`src/rtl/wrb_pkg.sv`:
```
package wrb_pkg;

    localparam int BYTE_W = 8;
    localparam int ADDR_W = 4;

    localparam logic [ADDR_W-1:0] A_W16_LO  = 4'd0;
    localparam logic [ADDR_W-1:0] A_W16_HI  = 4'd1;
    localparam logic [ADDR_W-1:0] A_W24_LO  = 4'd2;
    localparam logic [ADDR_W-1:0] A_W24_MID = 4'd3;
    localparam logic [ADDR_W-1:0] A_W24_TOP = 4'd4;
    localparam logic [ADDR_W-1:0] A_TMP     = 4'd5;

    typedef enum logic [2:0] {
        SEL_NONE,
        SEL_W16_LO,
        SEL_W16_HI,
        SEL_W24_LO,
        SEL_W24_MID,
        SEL_W24_TOP,
        SEL_TMP
    } sel_e;

    typedef struct packed {
        logic              wr;
        logic              rd;
        sel_e              sel;
        logic [BYTE_W-1:0] data;
    } bus_req_t;

    function automatic sel_e decode_addr(input logic [ADDR_W-1:0] a);
        case (a)
            A_W16_LO:  return SEL_W16_LO;
            A_W16_HI:  return SEL_W16_HI;
            A_W24_LO:  return SEL_W24_LO;
            A_W24_MID: return SEL_W24_MID;
            A_W24_TOP: return SEL_W24_TOP;
            A_TMP:     return SEL_TMP;
            default:   return SEL_NONE;
        endcase
    endfunction

    function automatic logic parks_byte(input sel_e s);
        return (s == SEL_W16_HI) || (s == SEL_W24_MID) || (s == SEL_TMP);
    endfunction

endpackage

```
`src/rtl/wrb_decode.sv`:
```
module wrb_decode
    import wrb_pkg::*;
(
    input  logic [ADDR_W-1:0] addr,
    input  logic [BYTE_W-1:0] wdata,
    input  logic              we,
    input  logic              re,
    output bus_req_t          req
);
    always_comb begin
        req.sel  = decode_addr(addr);
        req.wr   = we && (req.sel != SEL_NONE);
        req.rd   = re;
        req.data = wdata;
    end
endmodule

```
`src/rtl/wrb_hold.sv`:
```
module wrb_hold
    import wrb_pkg::*;
(
    input  logic              clk,
    input  logic              rst,
    input  bus_req_t          req,
    input  logic [BYTE_W-1:0] w16_mid,
    input  logic [BYTE_W-1:0] w24_mid,
    output logic [BYTE_W-1:0] hold_q
);
    logic              upd;
    logic [BYTE_W-1:0] nxt;

    always_comb begin
        upd = 1'b0;
        nxt = hold_q;
        if (req.wr && parks_byte(req.sel)) begin
            upd = 1'b1;
            nxt = req.data;
        end else if (req.rd && req.sel == SEL_W16_LO) begin
            upd = 1'b1;
            nxt = w16_mid;
        end else if (req.rd && req.sel == SEL_W24_LO) begin
            upd = 1'b1;
            nxt = w24_mid;
        end
    end

    always_ff @(posedge clk) begin
        if (rst)
            hold_q <= '0;
        else if (upd)
            hold_q <= nxt;
    end
endmodule

```
`src/rtl/wrb_commit.sv`:
```
module wrb_commit
    import wrb_pkg::*;
#(
    parameter int W16_BYTES = 2,
    parameter int W24_BYTES = 3
) (
    input  bus_req_t                      req,
    input  logic [BYTE_W-1:0]             hold_q,
    output logic                          w16_load,
    output logic [W16_BYTES*BYTE_W-1:0]   w16_val,
    output logic [W24_BYTES-1:0]          w24_bytes_en,
    output logic [W24_BYTES*BYTE_W-1:0]   w24_val
);
    logic commit16, commit24, top24;

    assign commit16 = req.wr && req.sel == SEL_W16_LO;
    assign commit24 = req.wr && req.sel == SEL_W24_LO;
    assign top24    = req.wr && req.sel == SEL_W24_TOP;

    assign w16_load = commit16;
    assign w16_val  = {hold_q, req.data};
    assign w24_val  = {req.data, hold_q, req.data};

    for (genvar b = 0; b < W24_BYTES; b++) begin : g_en
        if (b < 2) begin : g_pair
            assign w24_bytes_en[b] = commit24;
        end else begin : g_direct
            assign w24_bytes_en[b] = top24;
        end
    end
endmodule

```
`src/rtl/wide_reg_bridge.sv`:
```
module wide_reg_bridge
    import wrb_pkg::*;
(
    input  logic        clk,
    input  logic        rst,
    input  logic [3:0]  bus_addr,
    input  logic [7:0]  bus_wdata,
    input  logic        bus_we,
    input  logic        bus_re,
    output logic [7:0]  bus_rdata,
    input  logic [15:0] w16_cur,
    output logic        w16_load,
    output logic [15:0] w16_val,
    input  logic [23:0] w24_cur,
    output logic [2:0]  w24_bytes_en,
    output logic [23:0] w24_val
);
    bus_req_t          req;
    logic [BYTE_W-1:0] hold_q;
    logic [BYTE_W-1:0] rd_mux;

    wrb_decode u_dec (
        .addr  (bus_addr),
        .wdata (bus_wdata),
        .we    (bus_we),
        .re    (bus_re),
        .req   (req)
    );

    wrb_hold u_hold (
        .clk     (clk),
        .rst     (rst),
        .req     (req),
        .w16_mid (w16_cur[15:8]),
        .w24_mid (w24_cur[15:8]),
        .hold_q  (hold_q)
    );

    wrb_commit #(.W16_BYTES(2), .W24_BYTES(3)) u_commit (
        .req          (req),
        .hold_q       (hold_q),
        .w16_load     (w16_load),
        .w16_val      (w16_val),
        .w24_bytes_en (w24_bytes_en),
        .w24_val      (w24_val)
    );

    always_comb begin
        case (req.sel)
            SEL_W16_LO:  rd_mux = w16_cur[7:0];
            SEL_W24_LO:  rd_mux = w24_cur[7:0];
            SEL_W24_TOP: rd_mux = w24_cur[23:16];
            SEL_W16_HI,
            SEL_W24_MID,
            SEL_TMP:     rd_mux = hold_q;
            default:     rd_mux = '0;
        endcase
    end

    always_ff @(posedge clk) begin
        if (rst)
            bus_rdata <= '0;
        else if (req.rd)
            bus_rdata <= rd_mux;
    end
endmodule

```
`config.mk`:
```
export PLATFORM = sky130hd
export DESIGN_NAME = wide_reg_bridge
export DESIGN_NICKNAME = d
export VERILOG_FILES = /design/src/rtl/wrb_pkg.sv /design/src/rtl/wrb_decode.sv /design/src/rtl/wrb_hold.sv /design/src/rtl/wrb_commit.sv /design/src/rtl/wide_reg_bridge.sv
export SDC_FILE = /design/constraint.sdc
export NUM_CORES = 1
export LEC_CHECK = 0
export ABC_CLOCK_PERIOD_IN_PS = 4450
export BUFFER_PORTS_ARGS = -buffer_cell sky130_fd_sc_hd__buf_4
export CAP_MARGIN = 20
export CELL_PAD_IN_SITES_DETAIL_PLACEMENT = 2
export CELL_PAD_IN_SITES_GLOBAL_PLACEMENT = 2
export CORE_ASPECT_RATIO = 1.4
export CORE_MARGIN = 2
export CORE_UTILIZATION = 21
export CTS_BUF_LIST = sky130_fd_sc_hd__clkbuf_4 sky130_fd_sc_hd__clkbuf_8 sky130_fd_sc_hd__clkbuf_16
export DETAILED_ROUTE_END_ITERATION = 7
export HOLD_SLACK_MARGIN = 0.1
export MAX_ROUTING_LAYER = met4
export PLACE_DENSITY = 0.86
export SKIP_CTS_REPAIR_TIMING = 1
export SLEW_MARGIN = 20
export SYNTH_ARGS = -nofsm -noshare
export SYNTH_HDL_FRONTEND = slang
export SYNTH_SLANG_ARGS = --single-unit
```
`constraint.sdc`:
```
create_clock -name clk -period 4.45 [get_ports clk]
set_input_delay 1.1125 -clock clk [delete_from_list [all_inputs] [get_ports clk]]
set_output_delay 1.1125 -clock clk [all_outputs]
set_load 0.05 [all_outputs]
```
-- Word level (Yosys, flattened, before mapping)
Index checks and enable logic that the tools add are counted.
- register bits: 16
- output and inout bits: 52
- input bits: 56
- multiplexer cells: 8
- eq/ne operators: 11
- reductions and logical operators: 14
- operators by type and width (cell ; count):
    8-bit case mux with 4 select lines ; 1
    8-bit 2-to-1 mux ; 3
    3-bit case mux with 6 select lines ; 1
    3-bit equality test, second input constant ; 3
    4-bit by 2-bit equality test with 1-bit output, second input constant ; 2
    4-bit by 3-bit equality test with 1-bit output, second input constant ; 2
    1-bit logical AND ; 7
    3-bit by 2-bit equality test with 1-bit output, second input constant ; 2
    3-bit nonzero test ; 2
    4-bit by 1-bit equality test with 1-bit output, second input constant ; 1
    4-bit zero test ; 1
    3-bit by 1-bit equality test with 1-bit output, second input constant ; 1
    1-bit 2-to-1 mux ; 3
    3-bit OR reduction ; 1
    1-bit logical OR ; 2
    2-bit AND reduction ; 1

-- Depth between registers and ports, before layout
Gate-level depths: netlist of the first run.
- word-level depth: 8
- gate-level depth with buffers: 6

-- Hierarchy
A second synthesis of the first run with hierarchy kept.
- cell total of the unflattened synthesis: 163
- area total of the unflattened synthesis: 1470.2 um2
- modules (own cells, without submodules) (module ; times used ; cells an instance ; area each (um2) ; sequential area each (um2)):
    wide_reg_bridge ; 1 ; 59 ; 549.3 ; 160.2
    wrb_hold ; 1 ; 40 ; 439.2 ; 160.2
    wrb_commit ; 1 ; 46 ; 357.8 ; 0.0
    wrb_decode ; 1 ; 18 ; 123.9 ; 0.0

-- Least setup slack after synthesis of the first run
OpenSTA, ideal clock, no wires.
- path kind: input to output
- start point: input bus_addr[1]
- end point: output w16_load
- path buffers: 2
- slack: 239 ps
- stages on the path: 3
- data arrival time: 3098 ps
- cell sequence: buf_2 buf_1 nor4_1
- longest elaborated chain between the ends: 5
- ends and longest elaborated chain (what ; line ; RTL):
    start: declaration ; wide_reg_bridge.sv:6 ; input logic [3:0] bus_addr,
    4-bit by 3-bit equality test with 1-bit output (tied with other cells) ; wrb_pkg.sv:31 ; case (a)
    3-bit case mux with 6 select lines (*) ; wrb_pkg.sv:31 ;
    3-bit nonzero test ; wrb_decode.sv:12 ; req.wr = we && (req.sel != SEL_NONE);
    1-bit logical AND ; wrb_decode.sv:12 ;
    1-bit logical AND (*) ; wrb_commit.sv:16 ; assign commit16 = req.wr && req.sel == SEL_W16_LO;
    end: declaration ; wide_reg_bridge.sv:12 ; output logic w16_load,
Every way passes the cells marked *; elsewhere a longest branch is shown, timed or not.

-- Final worst setup path of the first run
- start point: input bus_addr[1]
- end point: output w24_bytes_en[2]
- longest elaborated chain between the ends: 5
- ends and longest elaborated chain (what ; line ; RTL):
    4-bit by 3-bit equality test with 1-bit output (tied with other cells) ; wrb_pkg.sv:31 ;
    3-bit case mux with 6 select lines (*) ; wrb_pkg.sv:31 ;
    3-bit nonzero test ; wrb_decode.sv:12 ;
    1-bit logical AND ; wrb_decode.sv:12 ;
    1-bit logical AND (*) ; wrb_commit.sv:18 ; assign top24 = req.wr && req.sel == SEL_W24_TOP;
    end: declaration ; wide_reg_bridge.sv:15 ; output logic [2:0] w24_bytes_en,
Marks and branches as above.

==> run summary, run 1 <==
Status -> completed
All-layer global routing usage -> 14.4%
Vias in the first global route -> 1484
Max layer used -> met4
Ant diodes -> 0
ANT nets after route -> 0
Layout Nets -> 277
Clock tree buffer depth -> 2
Drt pass-1 iters -> 4
Cell Chain, Critical Path -> buf_4 -> nor2b_1 -> nor2b_1 -> nor2b_1 -> buf_4
Fin area -> 1950 sq um
Synthesized area -> 1330 sq um
Synth Area per Inst -> 8.62 sq um
Most used cell, CP -> nor2b_1
Wirelength per Cell -> 17.3 um
P_leak -> 0.879 nW
I/O pins -> 108
HP Start -> bus_rdata[1]
CP required -> 3340 ps
Ranking of synthesized cells by area -> dfxtp_1 (24%), buf_4 (20%), mux2i_1 (6.0%), o41ai_1 (5.3%), nand3b_1 (4.5%)
Worst slew margin -> 51.6%
Fin. max-slew vios -> 0
Layout cells sized above 1 -> 53.0%
DRC Markers -> 0
Chip Height -> 98.1 um
Die area -> 6980 sq um
Crit path largest cell delay -> 420 ps
Max Fclk -> 0.286 GHz
Arr. time, crit path -> 2390 ps
Share of the synthesized area in the top cell type -> 24.1%
Clk slew on worst S/H paths -> 60 ps
Clk root buf -> clkbuf_8
Hold Crit Class -> flop to flop
Gpl congestion -> 0.711
Vias per inst -> 4.79
CTS Sinks -> 16
Area added between synthesis and finish -> 46.6%
Met3 Wirelength -> 348 um
Worst reg2reg startpoint -> u_hold.hold_q[1]
Initial core utilization -> 21.5%
Post-Route WL -> 5.04 mm
Syn. warnings -> 0
Post-DP HPWL -> 4.07 mm
CTS tree -> built
Clock skew -> 2.16 ps
Yosys reg bits -> 16
RSZ-0062 raised after global routing -> false
Global route overflow -> 0
Critical-path maximum fanout -> 23
Crit share post-route -> 78.7%
WL met1 -> 1.96 mm
Final setup vio count -> 0
CTS Buf Count -> 3
Clk_lat worst skew -> 250 ps
DP Area -> 1900 sq um
VDD IR max -> 0.0000844 V
Starting DRT DRC Count -> 74
Crit Path Class -> input port to primary output
Largest net degree at the start of global routing -> 24
Worst setup SP type -> input port
DR WL met2 -> 2.71 mm
Via count -> 1393
Max_cap viols -> 0
IO Port Bufs -> 107
Register area share after synthesis -> 24.1%
Worst-path cell with the longest stage delay -> nor2b_1
Initial antenna violation count -> 0
Pwr dens -> 241 nW/um^2
Tightest Pin Transition -> 725 ps
Biggest area consumer among synthesized cells -> dfxtp_1
Synth cell types -> 32
Row count -> 34
Crit end category -> primary output
Post-synthesis cell count -> 154
Die X -> 71.2 um
Final min period -> 3500 ps
Syn Nets -> 210
Hold Violations, Final -> 0
Total negative slack -> 0 ps
First-pass GRT wire length -> 7.81 mm
# H-tree levels -> 1
Crit path from -> bus_addr[1]
Core Area -> 6170 sq um
==> critical path: cells and delay by family <==
family        cells  cell delay [ps]
buf+inv           2              410
simple gates      3              850
==> sequential cells by signal, indices dropped and copies added (netlist names) <==
name and flops:
bus_rdata 8, u_hold.hold_q 8
==> synthesized netlist by cell type <==
library cell and count:
buf_4 35, dfxtp_1 16, nor2_1 11, mux2i_1 8, nand3b_1 8, o41ai_1 8, a211oi_1 7, nor3b_1 7
nand2_1 6, a22oi_1 5, nor2b_1 5, o221ai_1 5, clkbuf_1 4, a221o_1 3, a2bb2oi_1 3, buf_2 3
nor3_1 3, buf_6 2, nand2b_1 2, a211o_1 1, a211oi_2 1, a21boi_2 1, a32oi_1 1, buf_1 1
clkbuf_2 1, mux2_2 1, nor3b_2 1, nor4_1 1, nor4b_1 1, or2_0 1, or4_1 1, or4b_4 1
==> layer usage <==
layer / vias to the layer above / track usage (%)
met2: 62 / 25.9
met4: 0 / 2.61
met3: 2 / 2.58
li1: 676 / -
met1: 653 / 16.6
met5: - / -
==> area by class of cell <==
type,count,area (sq um)
sequential,16,320
tap,72,90.1
timing repair buffer,108,811
multi-input combinational,92,683
fill,719,4220
clock buffer,3,41.3
==> final timing paths <==
check | end | slack [ps] | depth (start not counted)
worst max register to register | bus_rdata[1] | 3630 | 2
worst min register to register | bus_rdata[1] | 480 | 2
worst max-delay path | w24_bytes_en[2] | 950 | 5
worst min-delay path | bus_rdata[1] | 480 | 2
==> cells in the final DEF (no fill, tap or decap) <==
cell / instances
nor4b_1: 1
nor3b_1: 7
or4_1: 1
a32oi_1: 1
a221o_1: 3
a2bb2oi_1: 3
nand2_1: 6
nor2_1: 11
mux2i_1: 8
nand2b_1: 2
nand3b_1: 8
nor2b_1: 5
a21boi_2: 1
or4b_4: 1
a22oi_1: 5
nor3_1: 3
a211oi_1: 7
or2_0: 1
buf_4: 108
clkbuf_8: 3
mux2_2: 1
nor4_1: 1
dfxtp_1: 16
o41ai_1: 8
nor3b_2: 1
a211oi_2: 1
a211o_1: 1
o221ai_1: 5
==> through the flow <==
stage | setup WS, ps | hold WS, ps | util [%] | power [W] | cells
global placement | 967 | 452 | 30.9 | 0.000360 | 288
CTS | 913 | 493 | 31.5 | 0.000476 | 291
floorplan | 239 | 717 | - | 0.000299 | 154
detailed placement | 917 | 469 | 30.9 | 0.000364 | 288
finish | 949 | 484 | 31.5 | 0.000469 | 291
global route | 816 | 519 | 31.5 | 0.000491 | 291
==> cell families (layout without fill, tap and decap cells) <==
| kind of cell | after synthesis | after routing | share of synthesized area (%) |
|---|---|---|---|
| muxes | 9 | 9 | 6.88 |
| buffers and inverters | 46 | 111 | 24.4 |
| AOI/OAI and AO/OA | 35 | 35 | 22.7 |
| DFF | 16 | 16 | 24.1 |
| and+or+nand+nor | 48 | 48 | 21.9 |
==> report_power, final <==
group	internal [W]	switching, W
combinational	0.0000777	0.000126
clock	0.0000600	0.0000503
sequential	0.000149	0.00000672
total	0.000287	0.000183
(Power assumes the default switching activity.)
==> run 2, diff against run 1 <==
--- a/config.mk
+++ b/config.mk
@@ -5,19 +5,19 @@
 export SDC_FILE = /design/constraint.sdc
 export NUM_CORES = 1
 export LEC_CHECK = 0
-export ABC_CLOCK_PERIOD_IN_PS = 4450
+export ABC_CLOCK_PERIOD_IN_PS = 3500
 export BUFFER_PORTS_ARGS = -buffer_cell sky130_fd_sc_hd__buf_4
 export CAP_MARGIN = 20
 export CELL_PAD_IN_SITES_DETAIL_PLACEMENT = 2
 export CELL_PAD_IN_SITES_GLOBAL_PLACEMENT = 2
 export CORE_ASPECT_RATIO = 1.4
 export CORE_MARGIN = 2
-export CORE_UTILIZATION = 21
+export CORE_UTILIZATION = 19
 export CTS_BUF_LIST = sky130_fd_sc_hd__clkbuf_4 sky130_fd_sc_hd__clkbuf_8 sky130_fd_sc_hd__clkbuf_16
 export DETAILED_ROUTE_END_ITERATION = 7
 export HOLD_SLACK_MARGIN = 0.1
 export MAX_ROUTING_LAYER = met4
-export PLACE_DENSITY = 0.86
+export PLACE_DENSITY = 0.79
 export SKIP_CTS_REPAIR_TIMING = 1
 export SLEW_MARGIN = 20
 export SYNTH_ARGS = -nofsm -noshare
==> constraint.sdc (replaced) <==
create_clock -name clk -period 3.5 [get_ports clk]
set_input_delay 0.875 -clock clk [delete_from_list [all_inputs] [get_ports clk]]
set_output_delay 0.875 -clock clk [all_outputs]
set_load 0.05 [all_outputs]
==> run 2 against run 1 <==
Compared with the run above: final area up 2.9%; sequential cell count unchanged; sequential share of layout area down 0.46 points; combinational power up 28%; power up 32%; critical path depth up 1; first-iteration DRC count down 43%; die area up 10%; largest power group unchanged.
==> run summary, run 2 (synthesized netlist as in run 1, its figures left out) <==
Via count -> 1397
Status -> completed
Max_cap viols -> 0
I/O pins -> 108
Largest net degree at the start of global routing -> 24
Starting DRT DRC Count -> 42
CTS tree -> built
P_leak -> 0.891 nW
CTS Buf Count -> 3
Core Area -> 6850 sq um
Crit Path Class -> input port to primary output
Post-DP HPWL -> 4.09 mm
Vias per inst -> 4.42
Drt pass-1 iters -> 4
Die area -> 7680 sq um
Hold Crit Class -> flop to flop
Fillcell total -> 816
All-layer global routing usage -> 13.2%
Area of the multi-input gates -> 689 sq um
IO Port Bufs -> 107
Area added between synthesis and finish -> 50.8%
Die X -> 74.6 um
Global route overflow -> 0
Vias in the first global route -> 1485
Wirelength per Cell -> 15.5 um
Fin. max-slew vios -> 0
Final min period -> 2880 ps
Initial core utilization -> 19.4%
Initial antenna violation count -> 0
Worst-path cell with the longest stage delay -> nor2b_1
Gpl congestion -> 0.728
ANT nets after route -> 0
Layout Nets -> 278
Crit path largest cell delay -> 250 ps
Clk root buf -> clkbuf_8
Final setup vio count -> 0
Tot Pwr -> 0.000622 W
Pwr dens -> 311 nW/um^2
Max Fclk -> 0.347 GHz
RSZ-0062 raised after global routing -> false
Post-Route WL -> 4.90 mm
# H-tree levels -> 1
Crit share post-route -> 82.4%
CTS Sinks -> 16
Chip Height -> 103 um
DRC Markers -> 0
Clk slew on worst S/H paths -> 60 ps
Clock skew -> 2.15 ps
Critical-path maximum fanout -> 23
Hold Violations, Final -> 0
Most frequent cells in the layout -> buf_4 (109), dfxtp_1 (16), nor2_1 (11)
Ant diodes -> 0
CP required -> 2620 ps
Crit end category -> primary output
Row count -> 36
First-pass GRT wire length -> 7.48 mm
Tightest Pin Transition -> 660 ps
Worst setup SP type -> input port
DP Area -> 1950 sq um
Commonest non-fill, non-tap cell in the layout -> buf_4
Fin area -> 2000 sq um
Top Registers -> bus_rdata (8), u_hold.hold_q (8)
Total negative slack -> 0 ps
VDD IR max -> 0.000139 V
Clk_lat worst skew -> 250 ps
Worst slew margin -> 55.9%
Arr. time, crit path -> 2010 ps
Layout cells sized above 1 -> 53.8%
Clock tree buffer depth -> 2
Delay-heaviest family, CP -> buffers and inverters
Register area -> 320 sq um
Cell Chain, Critical Path -> buf_4 -> nor2b_1 -> nor2b_1 -> buf_4 -> nor2b_1 -> buf_4
Final Core Density -> 29.2%
Worst Path Buf+Inv -> 3
-- run 2: tightest hold or removal path: stages (launching register included) --
cell,delay [ps]
dfxtp_1,340
nand2_1,50
o221ai_1,60
-- run 2: report_power, final --
group / total (W) / internal, W / switching [W]
logic: 0.000259 / 0.0000995 / 0.000159
clock network: 0.000165 / 0.0000998 / 0.0000650
registers: 0.000198 / 0.000190 / 0.00000852
total: 0.000622 / 0.000389 / 0.000233
-- run 2: worst paths after layout --
path / from / endpoint / slack (ps) / cells past startpoint
max: bus_addr[1] / w24_bytes_en[2] / 620 / 6
min: bus_rdata[0] / bus_rdata[0] / 480 / 2
max reg2reg: u_hold.hold_q[1] / bus_rdata[1] / 2610 / 2
min reg2reg: bus_rdata[0] / bus_rdata[0] / 480 / 2
-- run 2: layout make-up --
cell class / instances / area share (%)
repair buffers: 109 / 40.9
clock buffers: 4 / 2.75
flip-flops and latches: 16 / 16.0
well taps: 95 / 5.94
multi-input cells: 92 / 34.4
-- run 2: through the flow --
step	instances	setup WS, ps	hold WS [ps]
global route	316	488	527
detailed placement	312	594	464
global placement	312	658	455
finish	316	618	485
floorplan	154	336	717
CTS	316	593	496
-- run 2: per-layer routing --
layer  vias up  GRT usage (%)  wire length, um
met5         -              -                0
met4         0           3.71               42
met3         4           2.05              331
met2        57           24.2             2690
met1       661           14.6             1830
li1        675              -                -
==> run 3, diff against run 2 <==
--- a/config.mk
+++ b/config.mk
@@ -5,14 +5,15 @@
 export SDC_FILE = /design/constraint.sdc
 export NUM_CORES = 1
 export LEC_CHECK = 0
-export ABC_CLOCK_PERIOD_IN_PS = 3500
+export ABC_AREA = 1
+export ABC_CLOCK_PERIOD_IN_PS = 3000
 export BUFFER_PORTS_ARGS = -buffer_cell sky130_fd_sc_hd__buf_4
 export CAP_MARGIN = 20
 export CELL_PAD_IN_SITES_DETAIL_PLACEMENT = 2
 export CELL_PAD_IN_SITES_GLOBAL_PLACEMENT = 2
 export CORE_ASPECT_RATIO = 1.4
 export CORE_MARGIN = 2
-export CORE_UTILIZATION = 19
+export CORE_UTILIZATION = 18
 export CTS_BUF_LIST = sky130_fd_sc_hd__clkbuf_4 sky130_fd_sc_hd__clkbuf_8 sky130_fd_sc_hd__clkbuf_16
 export DETAILED_ROUTE_END_ITERATION = 7
 export HOLD_SLACK_MARGIN = 0.1
==> constraint.sdc (replaced) <==
create_clock -name clk -period 3 [get_ports clk]
set_input_delay 0.75 -clock clk [delete_from_list [all_inputs] [get_ports clk]]
set_output_delay 0.75 -clock clk [all_outputs]
set_load 0.05 [all_outputs]
==> run 3 against run 2 <==
Compared with the run above: via count increased by 19%; global-route usage decreased by 0.56 points; critical endpoint unchanged; worst setup slack got worse by 46 ps; final cell count increased by 25%; hold slack got worse by 18 ps; non-clock buffer count unchanged; routed wire length increased by 9.2%; power increased by 22%; utilization decreased by 1.9 points; highest routed layer unchanged.
==> run summary, run 3 <==
Status -> completed
Top Registers -> bus_rdata (8), u_hold.hold_q (8)
Reg-to-Reg End -> bus_rdata[5]
IO Port Bufs -> 107
Fillcell total -> 962
Via count -> 1667
Final Hold Slack -> 466 ps
Initial core utilization -> 18.5%
Post-Route WL -> 5.35 mm
Worst reg2reg startpoint -> u_hold.hold_q[5]
Critical-path maximum fanout -> 9
Row count -> 38
Synth Area per Inst -> 6.37 sq um
Setup ws final -> 571 ps
Clock tree buffer depth -> 2
CP required -> 2250 ps
Hold Path Cell Cnt -> 2
Hold Crit Class -> flop to flop
Syn Nets -> 281
Chip Height -> 110 um
Final min period -> 2430 ps
Hold Violations, Final -> 0
CTS tree -> built
First-pass GRT wire length -> 8.49 mm
Area added between synthesis and finish -> 47.7%
VDD IR max -> 0.000120 V
Global route overflow -> 0
Die X -> 79.4 um
RSZ-0062 raised after global routing -> false
Tightest Pin Transition -> 450 ps
I/O pins -> 108
Register-to-Register Setup Slack -> 2110 ps
R2R depth -> 4
Final setup vio count -> 0
Synth Flop Type -> dfxtp_1
CTS Buf Count -> 3
Fin. max-slew vios -> 0
Crit share post-route -> 81.0%
Crit end category -> primary output
Syn. warnings -> 0
Most frequent cells in the layout -> buf_4 (109), nand2_1 (43), inv_1 (27), nand3_1 (24)
Pre-CTS setup slack -> 539 ps
Gpl congestion -> 0.862
Core Area -> 7750 sq um
All-layer global routing usage -> 12.7%
Most frequent cell after synthesis -> nand2_1
Synth cell types -> 23
EDFF count, synth -> 0
Starting DRT DRC Count -> 49
Wirelength per Cell -> 13.5 um
CTS Sinks -> 16
Clk_lat worst skew -> 250 ps
# H-tree levels -> 1
Biggest area consumer among synthesized cells -> dfxtp_1
Max_cap viols -> 0
ANT nets after route -> 0
Crit Path Class -> input port to primary output
Pwr dens -> 359 nW/um^2
P_leak -> 1.17 nW
Layout cells sized above 1 -> 43.4%
Layout Nets -> 352
Worst slew margin -> 69.9%
Async S/R FF share, synth -> 0%
Clock skew -> 1.35 ps
Commonest non-fill, non-tap cell in the layout -> buf_4
Clk root buf -> clkbuf_8
Worst setup SP type -> input port
Initial antenna violation count -> 0
Largest net degree at the start of global routing -> 18
DRC Markers -> 0
Ranking of synthesized cells by area -> dfxtp_1 (22%), buf_4 (20%), nand2_1 (11%), nand3_1 (8.4%), inv_1 (7.1%)
Ant diodes -> 0
Synthesized area -> 1430 sq um
HP Start -> bus_rdata[4]
Arr. time, crit path -> 1680 ps
Clk slew on worst S/H paths -> 70 ps
Vias per inst -> 4.22
Hold Path Sink -> bus_rdata[4]
Max Fclk -> 0.412 GHz
Yosys reg bits -> 16
Post-synth top cells -> nand2_1 (43), buf_4 (38), inv_1 (27)
Drt pass-1 iters -> 4
Vias in the first global route -> 1682
Share of the synthesized area in the top cell type -> 22.3%
Post-DP HPWL -> 4.63 mm
Die area -> 8710 sq um
Post-synthesis cell count -> 225
Register area share after synthesis -> 22.3%
Total negative slack -> 0 ps
[run 3: cell types whose count changed after synthesis, moves of 9 or more]
cell     change
nand2_1     +37
inv_1       +27
nand3_1     +24
a21oi_1     +16
o21ai_1     +16
o21ai_0     +14
nor2_1       -9
[run 3: report_power, final]
part / switching [W] / internal [W]
Clock: 0.0000836 / 0.000117
Combinational: 0.000213 / 0.000114
Sequential: 0.0000107 / 0.000223
Total: 0.000308 / 0.000454
[run 3: worst max-delay path: stages]
cell and delay (ps):
buf_4 140, nor2_2 300, nand2_1 100, nor3_1 150, buf_4 230
[run 3: logic make-up after synthesis]
kind of cell | Yosys count | share of synthesized area, %
simple gates | 88 | 30.6
buf+inv | 73 | 29.8
compound gates | 48 | 17.3
flops | 16 | 22.3
[run 3: area by class of cell]
| cell class | instances | area, sq um | share of cell area, % |
|---|---|---|---|
| inverter | 30 | 113 | 5.32 |
| tap | 100 | 125 | 5.91 |
| clock buffer | 4 | 55.1 | 2.60 |
| sequential | 16 | 320 | 15.1 |
| timing repair buffer | 109 | 818 | 38.6 |
| multi-input combinational | 136 | 687 | 32.4 |
[run 3: layer usage]
metal	vias to the layer above	GRT usage [%]	share of wire [%]
li1	838	-	-
met1	765	14.0	39
met2	60	24.2	56
met3	4	1.56	4.7
met4	0	2.22	0.58
met5	-	-	0
[run 3: how the worst max path moves through the flow]
stage,from,endpoint,slack [ps],cells past startpoint
2_1_floorplan,bus_addr[2],w16_load,470,4
3_3_place_gp,bus_addr[1],w24_bytes_en[2],600,5
3_5_place_dp,bus_addr[1],w24_bytes_en[2],540,5
4_1_cts,bus_addr[1],w24_bytes_en[2],540,5
5_1_grt,bus_addr[1],w24_bytes_en[0],470,6
6_report,bus_addr[1],w24_bytes_en[2],570,5
[run 3: stage by stage]
step	area, sq um	total power, W	cells	util [%]
after floorplan	1430	0.000464	225	-
after global placement	2060	0.000567	391	26.6
after detailed placement	2060	0.000572	391	26.6
after CTS	2120	0.000777	395	27.3
after global routing	2120	0.000810	395	27.3
final	2120	0.000761	395	27.3
